File: src/rtl/mtest_pkg.sv
package mtest_pkg;

   // test sequence, in execution order
   typedef enum logic [2:0] {
      PAT_ZERO   = 3'd0,
      PAT_ONES   = 3'd1,
      PAT_ALT01  = 3'd2,
      PAT_ALT10  = 3'd3,
      PAT_WALK   = 3'd4,
      PAT_INDEX  = 3'd5,
      PAT_NINDEX = 3'd6
   } pat_e;

   typedef enum logic [2:0] {
      ST_IDLE,
      ST_SETUP,
      ST_FILL,
      ST_RDREQ,
      ST_CMP,
      ST_TEND,
      ST_FIN
   } seq_st_e;

endpackage

File: src/rtl/mtest_patgen.sv
module mtest_patgen
   import mtest_pkg::*;
#(
   parameter int unsigned DATA_W = 32,
   parameter int unsigned IDX_W  = 16
) (
   input  pat_e              sel,
   input  logic [IDX_W-1:0]  idx,
   output logic [DATA_W-1:0] word
);
   localparam int unsigned SH_W = $clog2(DATA_W);

   logic [DATA_W-1:0] idx_w;
   logic [DATA_W-1:0] walk;
   logic [SH_W-1:0]   bitpos;

   assign idx_w  = DATA_W'(idx);
   assign bitpos = SH_W'(idx);   // index mod DATA_W (DATA_W is a power of two)
   assign walk   = {{(DATA_W-1){1'b0}}, 1'b1} << bitpos;

   always_comb begin
      case (sel)
         PAT_ZERO:   word = '0;
         PAT_ONES:   word = '1;
         PAT_ALT01:  word = {(DATA_W/2){2'b01}};
         PAT_ALT10:  word = {(DATA_W/2){2'b10}};
         PAT_WALK:   word = walk;
         PAT_INDEX:  word = idx_w;
         PAT_NINDEX: word = ~idx_w;
         default:    word = '0;
      endcase
   end
endmodule

File: src/rtl/mtest_window.sv
module mtest_window #(
   parameter int unsigned ADDR_W      = 32,
   parameter int unsigned IDX_W       = 16,
   parameter int unsigned BLK_W       = 9,
   parameter int unsigned WB_SH       = 2,
   parameter int unsigned BLOCK_BYTES = 1 << 20,
   parameter int unsigned WIN_BYTES   = 2048,
   parameter int unsigned CAP_BYTES   = 1 << 28,
   parameter int unsigned TRIM_BYTES  = 1 << 20
) (
   input  logic [ADDR_W-1:0] base_addr,
   input  logic [ADDR_W-1:0] req_bytes,
   input  logic              slow,
   input  logic [BLK_W-1:0]  blk,
   input  logic              side,
   output logic [ADDR_W-1:0] win_base,
   output logic [IDX_W-1:0]  win_last,
   output logic [BLK_W-1:0]  nblocks,
   output logic              empty
);
   localparam int unsigned BLK_SH    = $clog2(BLOCK_BYTES);
   localparam int unsigned WIN_WORDS = WIN_BYTES >> WB_SH;

   logic [ADDR_W-1:0] capped;
   logic [ADDR_W-1:0] eff;
   logic [IDX_W-1:0]  slow_words;
   logic [ADDR_W-1:0] blk_off;

   assign capped = (req_bytes > ADDR_W'(CAP_BYTES)) ? ADDR_W'(CAP_BYTES) : req_bytes;

   generate
      if (TRIM_BYTES == 0) begin : g_notrim
         assign eff = capped;
      end else begin : g_trim
         assign eff = (capped > ADDR_W'(TRIM_BYTES)) ? capped - ADDR_W'(TRIM_BYTES) : '0;
      end
   endgenerate

   assign slow_words = IDX_W'(eff >> WB_SH);
   assign nblocks    = BLK_W'(eff >> BLK_SH);
   assign blk_off    = ADDR_W'(blk) << BLK_SH;

   always_comb begin
      if (slow) begin
         win_base = base_addr;
         win_last = slow_words - 1'b1;
         empty    = (slow_words == '0);
      end else begin
         win_base = base_addr + blk_off +
                    (side ? ADDR_W'(BLOCK_BYTES - WIN_BYTES) : '0);
         win_last = IDX_W'(WIN_WORDS - 1);
         empty    = (nblocks == '0);
      end
   end
endmodule

File: src/rtl/mtest_seq.sv
module mtest_seq
   import mtest_pkg::*;
#(
   parameter int unsigned ADDR_W      = 32,
   parameter int unsigned DATA_W      = 32,
   parameter int unsigned BLOCK_BYTES = 1 << 20,
   parameter int unsigned WIN_BYTES   = 2048,
   parameter int unsigned CAP_BYTES   = 1 << 28,
   parameter int unsigned TRIM_BYTES  = 1 << 20,
   parameter int unsigned KICK_WORDS  = 1024
) (
   input  logic              clk,
   input  logic              rst_n,
   input  logic              start,
   input  logic              slow_mode,
   input  logic [ADDR_W-1:0] region_base,
   input  logic [ADDR_W-1:0] region_bytes,
   output logic              busy,
   output logic              done,
   output logic              fail,
   output logic [ADDR_W-1:0] fail_addr,
   output logic [DATA_W-1:0] fail_expect,
   output logic [DATA_W-1:0] fail_read,
   output logic              wdog_kick,
   output logic [ADDR_W-1:0] mem_addr,
   output logic              mem_we,
   output logic [DATA_W-1:0] mem_wdata,
   output logic              mem_re,
   input  logic [DATA_W-1:0] mem_rdata
);
   localparam int unsigned WB      = DATA_W / 8;
   localparam int unsigned WB_SH   = $clog2(WB);
   localparam int unsigned IDX_W   = $clog2(CAP_BYTES / WB) + 1;
   localparam int unsigned BLK_W   = $clog2(CAP_BYTES / BLOCK_BYTES) + 1;
   localparam int unsigned KICK_SH = $clog2(KICK_WORDS);

   initial begin
      assert ((DATA_W >= 8) && (DATA_W == (1 << $clog2(DATA_W))))
         else $error("DATA_W must be a power of two of at least 8");
      assert (BLOCK_BYTES == (1 << $clog2(BLOCK_BYTES)))
         else $error("BLOCK_BYTES must be a power of two");
      assert ((WIN_BYTES % WB == 0) && (2 * WIN_BYTES <= BLOCK_BYTES) && (WIN_BYTES >= WB))
         else $error("WIN_BYTES must be whole words and fit twice in a block");
      assert ((KICK_WORDS >= 2) && (KICK_WORDS == (1 << KICK_SH)))
         else $error("KICK_WORDS must be a power of two of at least 2");
      assert ((CAP_BYTES >= BLOCK_BYTES) && (ADDR_W > $clog2(CAP_BYTES)))
         else $error("CAP_BYTES must hold a block and fit in ADDR_W");
   end

   seq_st_e           state;
   pat_e              test;
   logic [IDX_W-1:0]  idx;
   logic [BLK_W-1:0]  blk;
   logic              side;
   logic [ADDR_W-1:0] base_q;
   logic [ADDR_W-1:0] size_q;
   logic              slow_q;

   logic [ADDR_W-1:0] win_base;
   logic [IDX_W-1:0]  win_last;
   logic [BLK_W-1:0]  nblocks;
   logic              empty;
   logic [DATA_W-1:0] pat_word;
   logic [ADDR_W-1:0] word_addr;
   logic              last_word;
   logic              stride_hit;

   mtest_window #(
      .ADDR_W(ADDR_W), .IDX_W(IDX_W), .BLK_W(BLK_W), .WB_SH(WB_SH),
      .BLOCK_BYTES(BLOCK_BYTES), .WIN_BYTES(WIN_BYTES),
      .CAP_BYTES(CAP_BYTES), .TRIM_BYTES(TRIM_BYTES)
   ) u_win (
      .base_addr(base_q), .req_bytes(size_q), .slow(slow_q),
      .blk(blk), .side(side),
      .win_base(win_base), .win_last(win_last),
      .nblocks(nblocks), .empty(empty)
   );

   mtest_patgen #(.DATA_W(DATA_W), .IDX_W(IDX_W)) u_pat (
      .sel(test), .idx(idx), .word(pat_word)
   );

   assign word_addr  = win_base + (ADDR_W'(idx) << WB_SH);
   assign last_word  = (idx == win_last);
   assign stride_hit = (idx[KICK_SH-1:0] == '0);

   assign busy      = (state != ST_IDLE) && (state != ST_FIN);
   assign done      = (state == ST_FIN);
   assign mem_we    = (state == ST_FILL);
   assign mem_re    = (state == ST_RDREQ);
   assign mem_addr  = word_addr;
   assign mem_wdata = pat_word;
   assign wdog_kick = ((mem_we || mem_re) && stride_hit) || (state == ST_TEND);

   always_ff @(posedge clk or negedge rst_n) begin
      if (!rst_n) begin
         state       <= ST_IDLE;
         test        <= PAT_ZERO;
         idx         <= '0;
         blk         <= '0;
         side        <= 1'b0;
         base_q      <= '0;
         size_q      <= '0;
         slow_q      <= 1'b0;
         fail        <= 1'b0;
         fail_addr   <= '0;
         fail_expect <= '0;
         fail_read   <= '0;
      end else begin
         case (state)
            ST_IDLE: begin
               if (start) begin
                  base_q      <= region_base;
                  size_q      <= region_bytes;
                  slow_q      <= slow_mode;
                  fail        <= 1'b0;
                  fail_addr   <= '0;
                  fail_expect <= '0;
                  fail_read   <= '0;
                  state       <= ST_SETUP;
               end
            end
            ST_SETUP: begin
               test  <= PAT_ZERO;
               idx   <= '0;
               blk   <= '0;
               side  <= 1'b0;
               state <= empty ? ST_FIN : ST_FILL;
            end
            ST_FILL: begin
               if (last_word) begin
                  idx   <= '0;
                  state <= ST_RDREQ;
               end else begin
                  idx <= idx + 1'b1;
               end
            end
            ST_RDREQ: state <= ST_CMP;
            ST_CMP: begin
               if (mem_rdata != pat_word) begin
                  fail        <= 1'b1;
                  fail_addr   <= word_addr;
                  fail_expect <= pat_word;
                  fail_read   <= mem_rdata;
                  state       <= ST_FIN;
               end else if (last_word) begin
                  state <= ST_TEND;
               end else begin
                  idx   <= idx + 1'b1;
                  state <= ST_RDREQ;
               end
            end
            ST_TEND: begin
               idx <= '0;
               if (test != PAT_NINDEX) begin
                  test  <= pat_e'(test + 3'd1);
                  state <= ST_FILL;
               end else if (slow_q) begin
                  state <= ST_FIN;
               end else if (!side) begin
                  side  <= 1'b1;
                  test  <= PAT_ZERO;
                  state <= ST_FILL;
               end else if (blk == nblocks - 1'b1) begin
                  state <= ST_FIN;
               end else begin
                  blk   <= blk + 1'b1;
                  side  <= 1'b0;
                  test  <= PAT_ZERO;
                  state <= ST_FILL;
               end
            end
            ST_FIN:  state <= ST_IDLE;
            default: state <= ST_IDLE;
         endcase
      end
   end
endmodule

File: config.mk
export PLATFORM = sky130hd
export DESIGN_NAME = mtest_seq
export DESIGN_NICKNAME = d
export VERILOG_FILES = /design/src/rtl/mtest_pkg.sv /design/src/rtl/mtest_patgen.sv /design/src/rtl/mtest_window.sv /design/src/rtl/mtest_seq.sv
export SDC_FILE = /design/constraint.sdc
export NUM_CORES = 1
export LEC_CHECK = 0
export CORE_MARGIN = 5
export CORE_UTILIZATION = 54
export DETAILED_ROUTE_END_ITERATION = 10
export PLACE_DENSITY_LB_ADDON = 0.3
export SLEW_MARGIN = 20
export SYNTH_ARGS = -nofsm -noshare
export SYNTH_HDL_FRONTEND = slang
export SYNTH_HIERARCHICAL = 1
export SYNTH_SLANG_ARGS = --single-unit
File: constraint.sdc
create_clock -name clk -period 5.95 [get_ports clk]
set_clock_uncertainty 0.15 [all_clocks]
set_input_delay 1.19 -clock clk [delete_from_list [all_inputs] [get_ports clk]]
set_output_delay 1.19 -clock clk [all_outputs]
set_load 0.02 [all_outputs]
# [Word level (Yosys, flattened, before mapping)]
# Index checks and enable logic that the tools add are counted.
[classes] muxes=46 n_shift=1 reduce_logical=20 addsub=9 order_cmp=2 bitwise_logic=1 n_eq_ne=28
[op_table] op="two-way mux 32 bit" n=6
[op_table] op="one-hot mux 32 bit (2 select lines)" n=3
[op_table] op="one-hot mux 32 bit (6 select lines)" n=1
[op_table] op="two-way mux 27 bit" n=4
[op_table] op="one-hot mux 27 bit (3 select lines)" n=1
[op_table] op="adder 32 x 29 -> 32 bit" n=2
[op_table] op="two-way mux 3 bit" n=13
[op_table] op="two-way mux 9 bit" n=4
[op_table] op="adder 32 bit" n=1
[op_table] op="> comparator 32 x 21 -> 1 bit, second input constant" n=1
[op_table] op="> comparator 32 x 29 -> 1 bit, second input constant" n=1
[op_table] op="inequality test 32 bit" n=1
[op_table] op="inverter 27 -> 32 bit" n=1
[op_table] op="<< shifter 1 x 5 -> 32 bit, first input constant" n=1
[op_table] op="two-way mux 29 bit" n=1
[op_table] op="subtractor 29 x 21 -> 29 bit, second input constant" n=1
[op_table] op="adder 27 x 1 -> 27 bit, second input constant" n=1
[op_table] op="== test 27 bit" n=1
[op_table] op="logical NOT 27 bit" n=1
[op_table] op="subtractor 27 x 1 -> 27 bit, second input constant" n=1
[op_table] op="two-way mux 20 bit" n=1
[op_table] op="== test 3 bit, second input constant" n=6
[op_table] op="one-hot mux 3 bit (6 select lines)" n=1
[op_table] op="one-hot mux 9 bit (2 select lines)" n=1
[op_table] op="other kinds (25)" n=52
[totals] output_inout_bits=166 in_bits=100 ff_bits=205 word_cells=119

# [Logic depth before layout (Yosys ltp)]
# Gate-level depths: netlist of run 1.
[logic_depth] word_depth=11 depth_mapped=23

# [By module]
# The synthesis of run 1 kept the hierarchy.
[by_module_without_submodules] mod="mtest_seq" cells_each=1140 n_inst=1 area_per_inst_um2=10919.2
[by_module_without_submodules] mod="mtest_window" cells_each=376 n_inst=1 area_per_inst_um2=2381.0
[by_module_without_submodules] mod="mtest_patgen" cells_each=135 n_inst=1 area_per_inst_um2=865.8

# [Worst setup path before layout of run 1]
# No wires, ideal clock.
[synth_timing] path_kind="register to register" start="register size_q[29]" end="register idx[7]" path_slack_ns=0.650 stages_incl_launch_ff=24 synth_period_minus_slack_ns=5.300 arrival_ns=5.040 path_cell_list="dfrtp_1 > nor4_4 > nand2_1 > ha_1 > clkbuf_1 > a31o_2 > a211oi_4 > clkbuf_1 > nand2_1 > ha_1 > clkbuf_1 > nand2_1 > o31ai_1 > a221oi_1 > xor2_1 > nor4_1 > nand4_1 > nor4_4 > o31ai_4 > a21oi_4 > buf_6 > buf_6 > o311ai_1 > o41ai_1"
[synth_between] elab_chain_cells=9
[synth_rtl] element="start, declared" line="mtest_seq.sv:56" rtl="logic [ADDR_W-1:0] size_q;"
[synth_rtl] element="start signal, assigned" line="mtest_seq.sv:114" rtl="size_q <= region_bytes;"
[synth_rtl] element="> comparator 32 x 29 -> 1 bit" line="mtest_window.sv:29" rtl="assign capped = (req_bytes > ADDR_W'(CAP_BYTES)) ? ADDR_W'(CAP_BYTES) : req_bytes;"
[synth_rtl] element="two-way mux 32 bit (*)" line="mtest_window.sv:29"
[synth_rtl] element="subtractor 29 x 21 -> 29 bit / > comparator 32 x 21 -> 1 bit (equally long branches)" line="mtest_window.sv:35" rtl="assign eff = (capped > ADDR_W'(TRIM_BYTES)) ? capped - ADDR_W'(TRIM_BYTES) : '0;"
[synth_rtl] element="two-way mux 29 bit (*)" line="mtest_window.sv:35"
[synth_rtl] element="subtractor 27 x 1 -> 27 bit (*)" line="mtest_window.sv:46" rtl="win_last = slow_words - 1'b1;"
[synth_rtl] element="two-way mux 27 bit (*)" line="mtest_window.sv:44" rtl="if (slow) begin"
[synth_rtl] element="via win_last[20]" line="mtest_seq.sv:60" rtl="logic [IDX_W-1:0] win_last;"
[synth_rtl] element="== test 27 bit (*)" line="mtest_seq.sv:84" rtl="assign last_word = (idx == win_last);"
[synth_rtl] element="two-way mux 27 bit / inequality test 2 bit (equally long branches)"
[synth_rtl] element="one-hot mux 27 bit (3 select lines) / AND reduction 3 bit (equally long branches)"
[synth_rtl] element="end signal, assigned" line="mtest_seq.sv:135" rtl="idx <= idx + 1'b1;"
[synth_rtl] element="end signal, assigned" line="mtest_seq.sv:149" rtl="idx <= idx + 1'b1;"
[synth_rtl] element="end, declared" line="mtest_seq.sv:52" rtl="logic [IDX_W-1:0] idx;"
# Mark *: on every way through the listed nets, which the timed path passes. The rest lies on a longest branch.
# A chain may end at the register's enable or synchronous reset.

# [Worst setup path after layout of run 1]
[layout_timing] start="register side" end="output port mem_addr[31]"
[layout_between] elab_chain_cells=4
[layout_rtl] element="start, declared" line="mtest_seq.sv:54" rtl="logic side;"
[layout_rtl] element="start signal, assigned" line="mtest_seq.sv:101" rtl="side <= 1'b0;"
[layout_rtl] element="start signal, assigned" line="mtest_seq.sv:127" rtl="side <= 1'b0;"
[layout_rtl] element="start signal, assigned" line="mtest_seq.sv:161" rtl="side <= 1'b1;"
[layout_rtl] element="two-way mux 20 bit" line="mtest_window.sv:50" rtl="(side ? ADDR_W'(BLOCK_BYTES - WIN_BYTES) : '0);"
[layout_rtl] element="adder 32 bit" line="mtest_window.sv:49" rtl="win_base = base_addr + blk_off +"
[layout_rtl] element="two-way mux 32 bit" line="mtest_window.sv:44"
[layout_rtl] element="via win_base[21]" line="mtest_seq.sv:59" rtl="logic [ADDR_W-1:0] win_base;"
[layout_rtl] element="adder 32 x 29 -> 32 bit" line="mtest_seq.sv:83" rtl="assign word_addr = win_base + (ADDR_W'(idx) << WB_SH);"
[layout_rtl] element="end, declared" line="mtest_seq.sv:25" rtl="output logic [ADDR_W-1:0] mem_addr,"
# The timed path passes the listed nets, and every way through them passes these cells.

==> impl_metrics.toml, run 1 <==
[critical_path]
cp_max_fo = 6
cp-end-kind = "output port"
start_kind = "register"
crit_type = "reg2out"
arrival_ps = 4490
required_ps = 4610

[pwr]
vdd_ir_drop_max_mv = 0.392
leakagePower_nw = 7.98
pwr_density_cell_nw_per_um2 = 519
power_w = 0.00936

[routing]
ant_nets = 0
vias = 14000
drc = 0
avgViaCountPerCell = 6.23
drt-pass1-iter-count = 6
wl_per_cell_um = 20.6
wirelength_um = 46300
initialDrtViolationCount = 1850

[floorplanning]
core_sq_um = 25900
start_util_pct = 54.7
die_x_um = 172
ios = 266
dieArea_sq_um = 29600
die_y_um = 172
num_rows = 59

[synth]
synth.avg_cell_area_sq_um = 8.58
synth_warnings = 6
synth_edf_count = 0
yosysSeqAreaShare_pct = 36.2
ys_seq_elements = 205
ys_types = 89
ys_top_cells_by_area = "dfrtp_1 (36%), nand2_1 (7.8%), mux2_2 (5.2%)"
synth_nets = 1805
synth_top_area_share_pct = 36.2
yosysTopAreaCell = "dfrtp_1"
synth-async-reset-ratio_pct = 100
syn_area_sq_um = 14200
syn_inst = 1651
synthFlopType = "dfrtp_1"

[final_layout]
utilization_pct = 69.6
syn_to_final_growth_pct = 27.3
num_antenna_cells = 0
postLayoutCellArea_sq_um = 18000
drive_gt1_share_pct = 11.5
fillers = 2017
layout_common_cells = "nand2_1 (294), clkdlybuf4s50_1 (251), dfrtp_1 (204)"
nets = 2044
final_common_cell = "nand2_1"

[sta]
timing.final.hold_violations = 0
drv_slew = 0
rsz0062_at_grt = "yes"
fin_crit_sh_pct = 97.9
period_minus_slack_ps = 5830
max_freq_mhz = 172
slew_headroom_pct = 36.9
setup_viol = 0
worst_pin_slew_ps = 938

[run]
cap_viol_max_count = 0

[global_routing]
antenna_found_initial = 0
grt_pass1_vias = 13100
grt_util_all_layers_pct = 29.5
grt_overflow = 0
grt_max_degree = 112
grt_pass1_wl_um = 70100

[clock_network]
cts_buffers = 23
cts_tree = "yes"
clkSinkCount = 205
clk_path_buf_depth = 3
cts_hold_buf = 0
cts_root_buffer = "clkbuf_16"
path_clk_slew_ps = 60
worstSkewPairLatency_ps = 530
htree_num_levels = 1

[placed_design]
finalWeightedCongestion = 0.964
dpl.hpwl_um = 33300
numPortBuffers = 265
place_area_sq_um = 17100

[outcome]
status = "finished clean"

[worst_hold_path]
min_path_type = "reg2reg"
==> power by group <==
| group | switching [W] | internal [W] |
|---|---|---|
| combinational | 0.00324 | 0.00237 |
| sequential | 0.000482 | 0.00190 |
| clock | 0.000596 | 0.000773 |
==> synthesized netlist by cell type, types with 30 or more instances <==
cell	count
nand2_1	295
dfrtp_1	205
nand3_1	133
o21ai_0	80
xnor2_1	78
a21oi_1	72
nor2_1	69
clkbuf_1	67
mux2_2	66
ha_1	52
xor2_1	50
inv_1	38
nand4_1	30
==> state kept, by name, summed over array words and instances (netlist names) <==
signal / count
base_q: 32
fail_addr: 32
fail_expect: 32
fail_read: 32
size_q: 32
idx: 27
blk: 9
state: 3
test: 3
fail: 1
side: 1
slow_q: 1
==> metrics by stage <==
stage	setup WS, ps	std cells	setup TNS, ps	hold slack, ps
4_1_cts	-19.6	2234	-19.6	344
3_5_place_dp	38.0	2192	0	329
5_1_grt	-103	2241	-283	360
2_1_floorplan	650	1651	0	330
6_report	125	2241	0	331
3_3_place_gp	210	2192	0	310
==> cell type report <==
cell class	instances	area, sq um	area share (%)
clock inverter	10	61.3	0.340
multi-input combinational	1306	8570	47.6
sequential	205	5130	28.5
tap	335	419	2.32
timing repair buffer	313	3030	16.8
inverter	41	154	0.854
clock buffer	31	656	3.64
==> path summary, 6_finish.rpt <==
check	start	to	slack [ps]	cells after the start
max in group asynchronous	rst_n	side$_DFFE_PN0P_	3980	2
hold reg to reg	fail$_DFFE_PN0P_	fail$_DFFE_PN0P_	330	2
hold / removal	fail$_DFFE_PN0P_	fail$_DFFE_PN0P_	330	2
setup reg to reg	size_q[29]$_DFFE_PN0P_	idx[18]$_DFFE_PN0P_	340	21
setup / recovery	side$_DFFE_PN0P_	mem_addr[31]	120	18
min in group asynchronous	rst_n	fail$_DFFE_PN0P_	580	1
==> logic make-up (layout without fill, tap and decap cells) <==
family / after synthesis / after routing / share of synthesized area, %
mux: 70 / 70 / 5.53
buf+inv: 140 / 395 / 4.47
flops: 205 / 205 / 36.2
compound gates: 348 / 348 / 16.7
simple gates: 706 / 706 / 24.3
xor+xnor: 128 / 128 / 7.91
fa+ha+maj: 54 / 54 / 4.88
==> worst max-delay path, stage by stage, from the launching register on <==
cell      delay (ps)
dfrtp_2          460
ha_1             240
inv_1             80
fa_2             220
nor2b_2           60
o31a_1           330
o21ai_2          240
o21bai_1          90
a21oi_1          180
xor2_1           150
o21ai_0           90
ha_1             390
nand2_1          110
o211ai_1         280
o22a_1           270
a31oi_4          130
or3_1            360
nand3_1          100
buf_2            180
==> routing by layer <==
| metal | up-vias | global-route usage [%] | part of all wire, % |
|---|---|---|---|
| met5 | - | 0 | 0 |
| met1 | 6645 | 38.5 | 39 |
| met2 | 774 | 49.4 | 47 |
| li1 | 6401 | - | - |
| met3 | 138 | 5.26 | 9.9 |
| met4 | 0 | 10.8 | 4.3 |
==> repair_timing <==
| action | in CTS | in global routing |
|---|---|---|
| endpoints found under the setup margin | 14 | 22 |
| buffers inserted | 1 | 7 |
| pin swaps | 2 | 14 |
| resized for setup | 25 | 50 |
Power figures use the tool's default switching activity.
==> run 2: changes to the inputs <==
--- a/config.mk
+++ b/config.mk
@@ -6,7 +6,7 @@
 export NUM_CORES = 1
 export LEC_CHECK = 0
 export CORE_MARGIN = 5
-export CORE_UTILIZATION = 54
+export CORE_UTILIZATION = 58
 export DETAILED_ROUTE_END_ITERATION = 10
 export PLACE_DENSITY_LB_ADDON = 0.3
 export SLEW_MARGIN = 20
==> constraint.sdc (replaced) <==
create_clock -name clk -period 7.1 [get_ports clk]
set_clock_uncertainty 0.15 [all_clocks]
set_input_delay 1.42 -clock clk [delete_from_list [all_inputs] [get_ports clk]]
set_output_delay 1.42 -clock clk [all_outputs]
set_load 0.02 [all_outputs]
==> run 2 against run 1 <==
- combinational power fell by 19%
- largest cell class unchanged
- worst hold slack worse by 5.2 ps
- critical path type unchanged
- die area decreased by 6.5%
- sequential cell count unchanged
- count of clock-buffer cells in the layout stayed put
- cell count shrank 2.1%
- core utilization grew 3.2 points
- via count fell by 0.73%
==> impl_metrics.toml, run 2 (synthesized netlist as in run 1, its figures left out) <==
[clock_network]
htree_num_levels = 1
cts_root_buffer = "clkbuf_16"
clk_path_buf_depth = 3
path_clk_slew_ps = 70
clkSinkCount = 205
cts_buffers = 23
worstSkewPairLatency_ps = 540
cts_tree = "yes"

[critical_path]
cp_num_cells = 17
crit_type = "reg2out"
cp_max_fo = 13
max_stage_delay_ps = 660
reg2reg_from = "size_q[28]$_DFFE_PN0P_"
worstSetupEndpoint = "mem_addr[29]"
rr_endpoint = "idx[16]$_DFFE_PN0P_"
cp_cell_sequence = "ha_1 -> a21oi_1 -> o22ai_1 -> o21a_1 -> a311o_1 -> a21oi_1 -> xor2_1 -> o21ai_0 -> ha_1 -> a21oi_1 -> o211ai_1 -> nor2_1 -> nand4_1 -> a31oi_1 -> o21ai_0 -> xnor2_1 -> clkdlybuf4s50_1"
ff2ff_path_depth = 19
reg2reg_slack_ps = 910
arrival_ps = 5250
path_buf_inv = 1
cp-end-kind = "output port"
start_kind = "register"
cp_top_family = "compound AO/OA/AOI/OAI gates"
required_ps = 5530
cp_common_cell = "a21oi_1"
startpoint = "side$_DFFE_PN0P_"
cpMaxStageDelayCell = "clkdlybuf4s50_1"

[routing]
vias = 13900
wirelength_um = 45400
ant_nets = 0
initialDrtViolationCount = 1650
wl_per_cell_um = 20.7
avgViaCountPerCell = 6.31
drc = 0
drt-pass1-iter-count = 8

[floorplanning]
num_rows = 57
die_y_um = 166
core_sq_um = 24200
die_x_um = 166
ios = 266
dieArea_sq_um = 27600
start_util_pct = 58.6

[pwr]
combPwrFrac_pct = 58.4
p_int_w = 0.00418
power.clock.fraction_pct = 15.2
switching_power_w = 0.00359
swShare_pct = 46.2
vdd_ir_drop_max_mv = 0.295
pwr_density_cell_nw_per_um2 = 442
p_seq_share_pct = 26.4
leakagePower_nw = 7.74

[placed_design]
place_ws_ps = 867
finalWeightedCongestion = 1.01
dp.cells = 2153
numPortBuffers = 265
dpl.hpwl_um = 32900

[global_routing]
grt_util_all_layers_pct = 31.2
grt_max_degree = 98
grt_overflow = 0
grt_pass1_vias = 13200
antenna_found_initial = 0
grt_pass1_wl_um = 71400

[sta]
rsz0062_at_grt = "no"
timing.final.hold_violations = 0
max_freq_mhz = 147
worst_slack_ps = 285
slew_headroom_pct = 25.7
setup_viol = 0
period_minus_slack_ps = 6820
drv_slew = 0
holdWs_ps = 326
setup_tns_ps = 0
worst_pin_slew_ps = 1110
fin_crit_sh_pct = 96.0

[final_layout]
fin_cells = 2195
final_common_cell = "nand2_1"
fillers = 1809
syn_to_final_growth_pct = 24.2
num_antenna_cells = 0
nets = 2008
layout_common_cells = "nand2_1 (294), clkdlybuf4s50_1 (264), dfrtp_1 (204)"
drive_gt1_share_pct = 7.75
utilization_pct = 72.7

[run]
cap_viol_max_count = 0

[outcome]
status = "finished clean"

[worst_hold_path]
min_path_type = "reg2reg"
[run 2: cell types whose count changed in the layout (fill, tap and decap cells not counted), sizes merged]
cell,change
clkdlybuf4s50,+13
clkinvlp,-2
clkbuf,-4
bufinv,+2
buf,-41
dlymetal6s2s,-2
dlygate4sd2,-2
clkinv,+1
[run 2: what timing repair did]
| item | 4_1_cts | 5_1_grt |
|---|---|---|
| setup buffers | 0 | 0 |
| endpoints found under the setup margin | 0 | 2 |
| gates resized for setup | 0 | 1 |
| hold buffers | 0 | 0 |
[run 2: final cells by class]
| class | instances | area (sq um) | area share (%) |
|---|---|---|---|
| repair buffers | 277 | 2750 | 15.6 |
| clock inverters | 11 | 123 | 0.697 |
| multi-input cells | 1306 | 8410 | 47.8 |
| clock buffers | 31 | 616 | 3.50 |
| well taps | 324 | 405 | 2.30 |
| flip-flops and latches | 205 | 5130 | 29.2 |
| inverters | 41 | 154 | 0.875 |
[run 2: worst min-delay path by stage]
stage,startpoint,depth (start not counted),end
6_report,fail$_DFFE_PN0P_,2,fail$_DFFE_PN0P_
5_1_grt,fail$_DFFE_PN0P_,2,fail$_DFFE_PN0P_
4_1_cts,fail$_DFFE_PN0P_,2,fail$_DFFE_PN0P_
3_5_place_dp,fail$_DFFE_PN0P_,2,fail$_DFFE_PN0P_
3_3_place_gp,fail$_DFFE_PN0P_,2,fail$_DFFE_PN0P_
2_1_floorplan,size_q[0]$_DFFE_PN0P_,1,size_q[0]$_DFFE_PN0P_
[run 2: per-layer routing]
layer	part of all wire [%]	global-route usage, %
met1	38	39.6
met2	47	52.0
met3	9.3	6.14
met4	5.0	13.9
met5	0	0
[run 2: stage by stage]
stage	cell area (sq um)	total power, W
after floorplan	14200	0.00479
after global placement	16800	0.00639
after detailed placement	16800	0.00652
after CTS	17600	0.00774
after global routing	17600	0.00819
final	17600	0.00777
[run 2: worst min-delay path: cells and delay by family, from the launching register on]
family,cells,cell delay (ps)
flops,1,340
simple gates,2,100
[run 2: power by group through the flow]
stage	registers [W]	clock network (W)	logic (W)
after global placement	0.00202	0	0.00436
final	0.00205	0.00118	0.00453
after global routing	0.00210	0.00125	0.00483
after detailed placement	0.00205	0	0.00446
after floorplan	0.00214	0	0.00265
after CTS	0.00204	0.00121	0.00450
==> run 3: changes to the inputs <==
--- a/config.mk
+++ b/config.mk
@@ -14,3 +14,4 @@
 export SYNTH_HDL_FRONTEND = slang
 export SYNTH_HIERARCHICAL = 1
 export SYNTH_SLANG_ARGS = --single-unit
+export TNS_END_PERCENT = 50
==> results of run 3 <==
No change in the layout: final DEF, timing and power equal those of run 2.
